### src/rtl/qf_pkg.sv
package qf_pkg;
    typedef enum logic {
        HOLD_LOW  = 1'b0,
        HOLD_HIGH = 1'b1
    } hold_state_t;
endpackage

### src/rtl/qf_history.sv
module qf_history #(
    parameter int DEPTH = 4
) (
    input  logic             clk,
    input  logic             rst_n,
    input  logic             din,
    output logic [DEPTH-1:0] taps
);
    logic [DEPTH-1:0] shreg;

    // Stage 0 captures the asynchronous pin; later stages age it.
    always_ff @(posedge clk or negedge rst_n) begin
        if (!rst_n) begin
            shreg <= '0;
        end else begin
            shreg <= {shreg[DEPTH-2:0], din};
        end
    end

    assign taps = shreg;

`ifndef SYNTHESIS
    // history empty after reset edge
    assert_hist_clear_R1: assert property (@(posedge clk)
        disable iff (!rst_n) $rose(rst_n) |-> (shreg[DEPTH-1:1] == '0));
`endif
endmodule

### src/rtl/qf_holdstage.sv
module qf_holdstage
    import qf_pkg::*;
#(
    parameter int QUAL = 3
) (
    input  logic            clk,
    input  logic            rst_n,
    input  logic [QUAL-1:0] window,
    output logic            q
);
    hold_state_t state_r;
    hold_state_t state_n;
    logic        all_hi;
    logic        all_lo;

    assign all_hi = &window;
    assign all_lo = ~|window;

    // State register
    always_ff @(posedge clk or negedge rst_n) begin
        if (!rst_n) begin
            state_r <= HOLD_LOW;
        end else begin
            state_r <= state_n;
        end
    end

    // Transitions: GO_HIGH, GO_LOW, STAY
    always_comb begin
        state_n = state_r;
        unique case (state_r)
            HOLD_LOW:  if (all_hi) state_n = HOLD_HIGH;
            HOLD_HIGH: if (all_lo) state_n = HOLD_LOW;
            default:   state_n = HOLD_LOW;
        endcase
    end

    // Output process
    always_comb begin
        unique case (state_r)
            HOLD_HIGH: q = 1'b1;
            default:   q = 1'b0;
        endcase
    end

`ifndef SYNTHESIS
    assert_rise_on_agree_R3: assert property (@(posedge clk)
        disable iff (!rst_n) $rose(q) |-> $past(window) == {QUAL{1'b1}});

    assert_fall_on_agree_R4: assert property (@(posedge clk)
        disable iff (!rst_n) $fell(q) |-> $past(window) == '0);

    assert_hold_on_mix_R5: assert property (@(posedge clk)
        disable iff (!rst_n)
        ((window != '0) && (window != {QUAL{1'b1}})) |=> $stable(q));
`endif
endmodule

### src/rtl/qf_channel.sv
module qf_channel #(
    parameter int SYNC_STAGES  = 1,
    parameter int QUAL_SAMPLES = 3
) (
    input  logic clk,
    input  logic rst_n,
    input  logic raw_in,
    output logic clean_out
);
    localparam int DEPTH = SYNC_STAGES + QUAL_SAMPLES;

    logic [DEPTH-1:0] taps;

    qf_history #(.DEPTH(DEPTH)) hist_i (
        .clk  (clk),
        .rst_n(rst_n),
        .din  (raw_in),
        .taps (taps)
    );

    qf_holdstage #(.QUAL(QUAL_SAMPLES)) hold_i (
        .clk   (clk),
        .rst_n (rst_n),
        .window(taps[DEPTH-1:SYNC_STAGES]),
        .q     (clean_out)
    );

`ifndef SYNTHESIS
    // once the output moves, it cannot move again for two further cycles
    assert_min_pulse_R6: assert property (@(posedge clk)
        disable iff (!rst_n)
        (clean_out != $past(clean_out)) |=> $stable(clean_out) ##1 $stable(clean_out));
`endif
endmodule

### src/rtl/quad_glitch_filter.sv
module quad_glitch_filter #(
    parameter int SYNC_STAGES  = 1,
    parameter int QUAL_SAMPLES = 3
) (
    input  logic clk,
    input  logic rst_n,
    input  logic enc_a_raw,
    input  logic enc_b_raw,
    output logic enc_a_clean,
    output logic enc_b_clean
);
    localparam int NUM_CH  = 2;
    localparam int LATENCY = SYNC_STAGES + QUAL_SAMPLES + 1;

    logic [NUM_CH-1:0] raw_vec;
    logic [NUM_CH-1:0] clean_vec;

    assign raw_vec = {enc_b_raw, enc_a_raw};

    generate
        for (genvar ch = 0; ch < NUM_CH; ch++) begin : g_chan
            qf_channel #(
                .SYNC_STAGES (SYNC_STAGES),
                .QUAL_SAMPLES(QUAL_SAMPLES)
            ) chan_i (
                .clk      (clk),
                .rst_n    (rst_n),
                .raw_in   (raw_vec[ch]),
                .clean_out(clean_vec[ch])
            );
        end
    endgenerate

    assign enc_a_clean = clean_vec[0];
    assign enc_b_clean = clean_vec[1];

`ifndef SYNTHESIS
    initial begin
        assert_latency_sane_R8: assert (LATENCY >= 3);
    end
`endif
endmodule

### config.mk
export PLATFORM = sky130hd
export DESIGN_NAME = quad_glitch_filter
export DESIGN_NICKNAME = d
export VERILOG_FILES = /design/src/rtl/qf_pkg.sv /design/src/rtl/qf_history.sv /design/src/rtl/qf_holdstage.sv /design/src/rtl/qf_channel.sv /design/src/rtl/quad_glitch_filter.sv
export SDC_FILE = /design/constraint.sdc
export NUM_CORES = 1
export LEC_CHECK = 0
export ABC_AREA = 1
export CORE_AREA = 2 2 39 41
export CTS_CLUSTER_DIAMETER = 200
export DETAILED_ROUTE_END_ITERATION = 10
export DIE_AREA = 0 0 41 43
export PLACE_DENSITY = 0.41
export REMOVE_ABC_BUFFERS = 1
export SYNTH_ARGS = -nofsm -noshare
export SYNTH_HDL_FRONTEND = slang
export SYNTH_SLANG_ARGS = --single-unit
export TNS_END_PERCENT = 1
### constraint.sdc
create_clock -name clk -period 1.82 [get_ports clk]
set_input_delay 0.182 -clock clk [delete_from_list [all_inputs] [get_ports clk]]
set_output_delay 0.182 -clock clk [all_outputs]
set_load 0.02 [all_outputs]
==> out/results.tsv <==
metric	value	unit
setup_viol	0	
multi_input_area	42.5	um^2
rsz0062_at_grt	no	
synth_top_cell_by_area	dfrtp_1	
maxCapViolations	0	
gp_congestion	0.610	
p_leak	0.000193	uW
via_per_inst	3.67	
synth-compound-area-share	0	
cts_sinks	10	
areaGrowthSynthToFinish	30.1	%
antenna_found_initial	0	
wirelength	363	um
stdcell_count	48	
cp_slowest_cell	clkdlybuf4s50_1	
synth.distinct_cells	5	
worstPathRequired	1.64	ns
cts_hold_buf	0	
vias	176	
boundaryPins	6	
critPathCaptureType	primary output	
overflow	0	
crit_type	register to primary output	
start_util	0.222	
grt.total_usage	0.0686	
syn_avg_cell_area	12.8	um^2
cts_setup_buffers	0	
core	1380	um^2
synthesis.area	308	um^2
clock_path_buffers	2	
htreeDepth	1	
clk_latency	0.25	ns
drt_iter0_drc	2	
period_share	0.773	
synth_xor_area_frac	0	
yosysSeqAreaShare	0.813	
route.detailed.wl_per_inst	7.56	um
cts_root_buf	clkbuf_4	
drive_above_1_share	0.0938	
finalHoldViolations	0	
fp.dieH	43	um
ys_ff_latch	10	
synth_adder_area_share	0	
cp-start-kind	register	
tightestPinTransition	0.416	ns
fillCellCount	147	
peakVddDrop	311	uV
grt_pass1_wl	703	um
cp_data_arrival_time	1.23	ns
drtPass1Iterations	2	
status	finished clean	
route.detailed.drc	0	
seq_area	250	um^2
fin_tns_setup	0	ns
skew	0.000254	ns
drv_slew	0	
synth.top_cell.area_share	0.813	
ys_top_cells_by_area	dfrtp_1 (81%), nand2_1 (7.3%), inv_1 (4.9%)	
rows	14	
dp_cells	45	
portBuffers	5	
grt_max_degree	11	
r2r_slack	1.09	ns
finalNetCount	38	
synthSimpleGateAreaFrac	0.138	
synth_top_family_by_area	simple AND/OR/NAND/NOR gates	
slowest_delay	0.61	ns
fmax	711	MHz
die_w	41	um
powerDensity	1130	nW/um^2
slew_headroom	0.722	
critical-path-top-delay-family	buffers and inverters	
cts_resized	0	
crit_path_max_fanout	3	
hold_path_class	input pin to async pin	
die_area	1760	um^2
synth.mux.area_fraction	0	
tritoncts	done	
cts-buffers-inserted	3	
clk_pin_slew	0.06	ns
grt_pass1_vias	181	
syn_inst	24	
antenna_cells	0	
worst-path-buf-inv	1	
finalCriticalPeriod	1.41	ns
crit_chain	clkdlybuf4s50_1	
ant_nets	0	
ys_warn_count	0	
[per-stage QoR]
| step | hold WS, ns | worst slack [ns] | util | area [um^2] | power, uW |
|---|---|---|---|---|---|
| global route | 0.269 | 0.338 | 0.289 | 400 | 487 |
| CTS | 0.237 | 0.397 | 0.289 | 400 | 463 |
| detailed placement | 0.335 | 0.681 | 0.273 | 378 | 321 |
| floorplan | -0.114 | 1.09 | - | 308 | 285 |
| finish | 0.229 | 0.413 | 0.289 | 400 | 453 |
| global placement | 0.336 | 0.687 | 0.273 | 378 | 319 |
[cell type report]
type,count,area share
Multi-Input combinational cell,10,0.106
Sequential cell,10,0.625
Tap cell,16,0.0500
Timing Repair Buffer,5,0.125
Inverter,4,0.0375
Clock buffer,3,0.0562
[sequential cells by signal, summed over array words and instances (netlist names)]
name                          flops
g_chan.chan_i.hold_i.state_r      2
g_chan.chan_i.hist_i.taps         8
[synthesized netlist by cell type, drive strengths merged]
| library cell | n |
|---|---|
| dfrtp | 10 |
| nand2 | 6 |
| inv | 4 |
| nand4 | 2 |
| nor2 | 2 |
[report_power, final]
| part | internal, uW | switching, uW | leakage, uW |
|---|---|---|---|
| clock network | 75.6 | 61.9 | 0.0000138 |
| logic | 30.4 | 30.4 | 0.0000615 |
| registers | 242 | 12.3 | 0.000118 |
| total | 348 | 105 | 0.000193 |
[layer usage]
metal / GRT usage / share of wire / up-vias
met3: 0.0314 / 0.028 / 0
met2: 0.0781 / 0.55 / 3
met4: 0.100 / 0 / 0
li1: - / - / 89
met1: 0.0719 / 0.42 / 84
met5: 0 / 0 / -
[cell usage in the layout, fill, tap and decap left out]
cell              n
nand4_1           2
clkdlybuf4s50_1   5
nor2_1            2
clkbuf_4          3
dfrtp_1          10
nand2_1           6
inv_1             4
[logic make-up after synthesis]
logic type | Yosys count
flip-flops | 10
buffers and inverters | 4
AND/OR/NAND/NOR | 10
[final timing paths]
kind                                            startpoint                              end  cells past startpoint
min reg2reg                g_chan[0].chan_i.hist_i.taps[0]  g_chan[0].chan_i.hist_i.taps[1]                      0
max                        g_chan[1].chan_i.hold_i.state_r                      enc_b_clean                      1
min                                                  rst_n  g_chan[1].chan_i.hist_i.taps[2]                      1
max in group asynchronous                            rst_n  g_chan[0].chan_i.hist_i.taps[3]                      1
min in group clk           g_chan[0].chan_i.hist_i.taps[0]  g_chan[0].chan_i.hist_i.taps[1]                      0
max reg2reg                g_chan[1].chan_i.hist_i.taps[2]  g_chan[1].chan_i.hold_i.state_r                      4
Power figures use the tool's default switching activity.
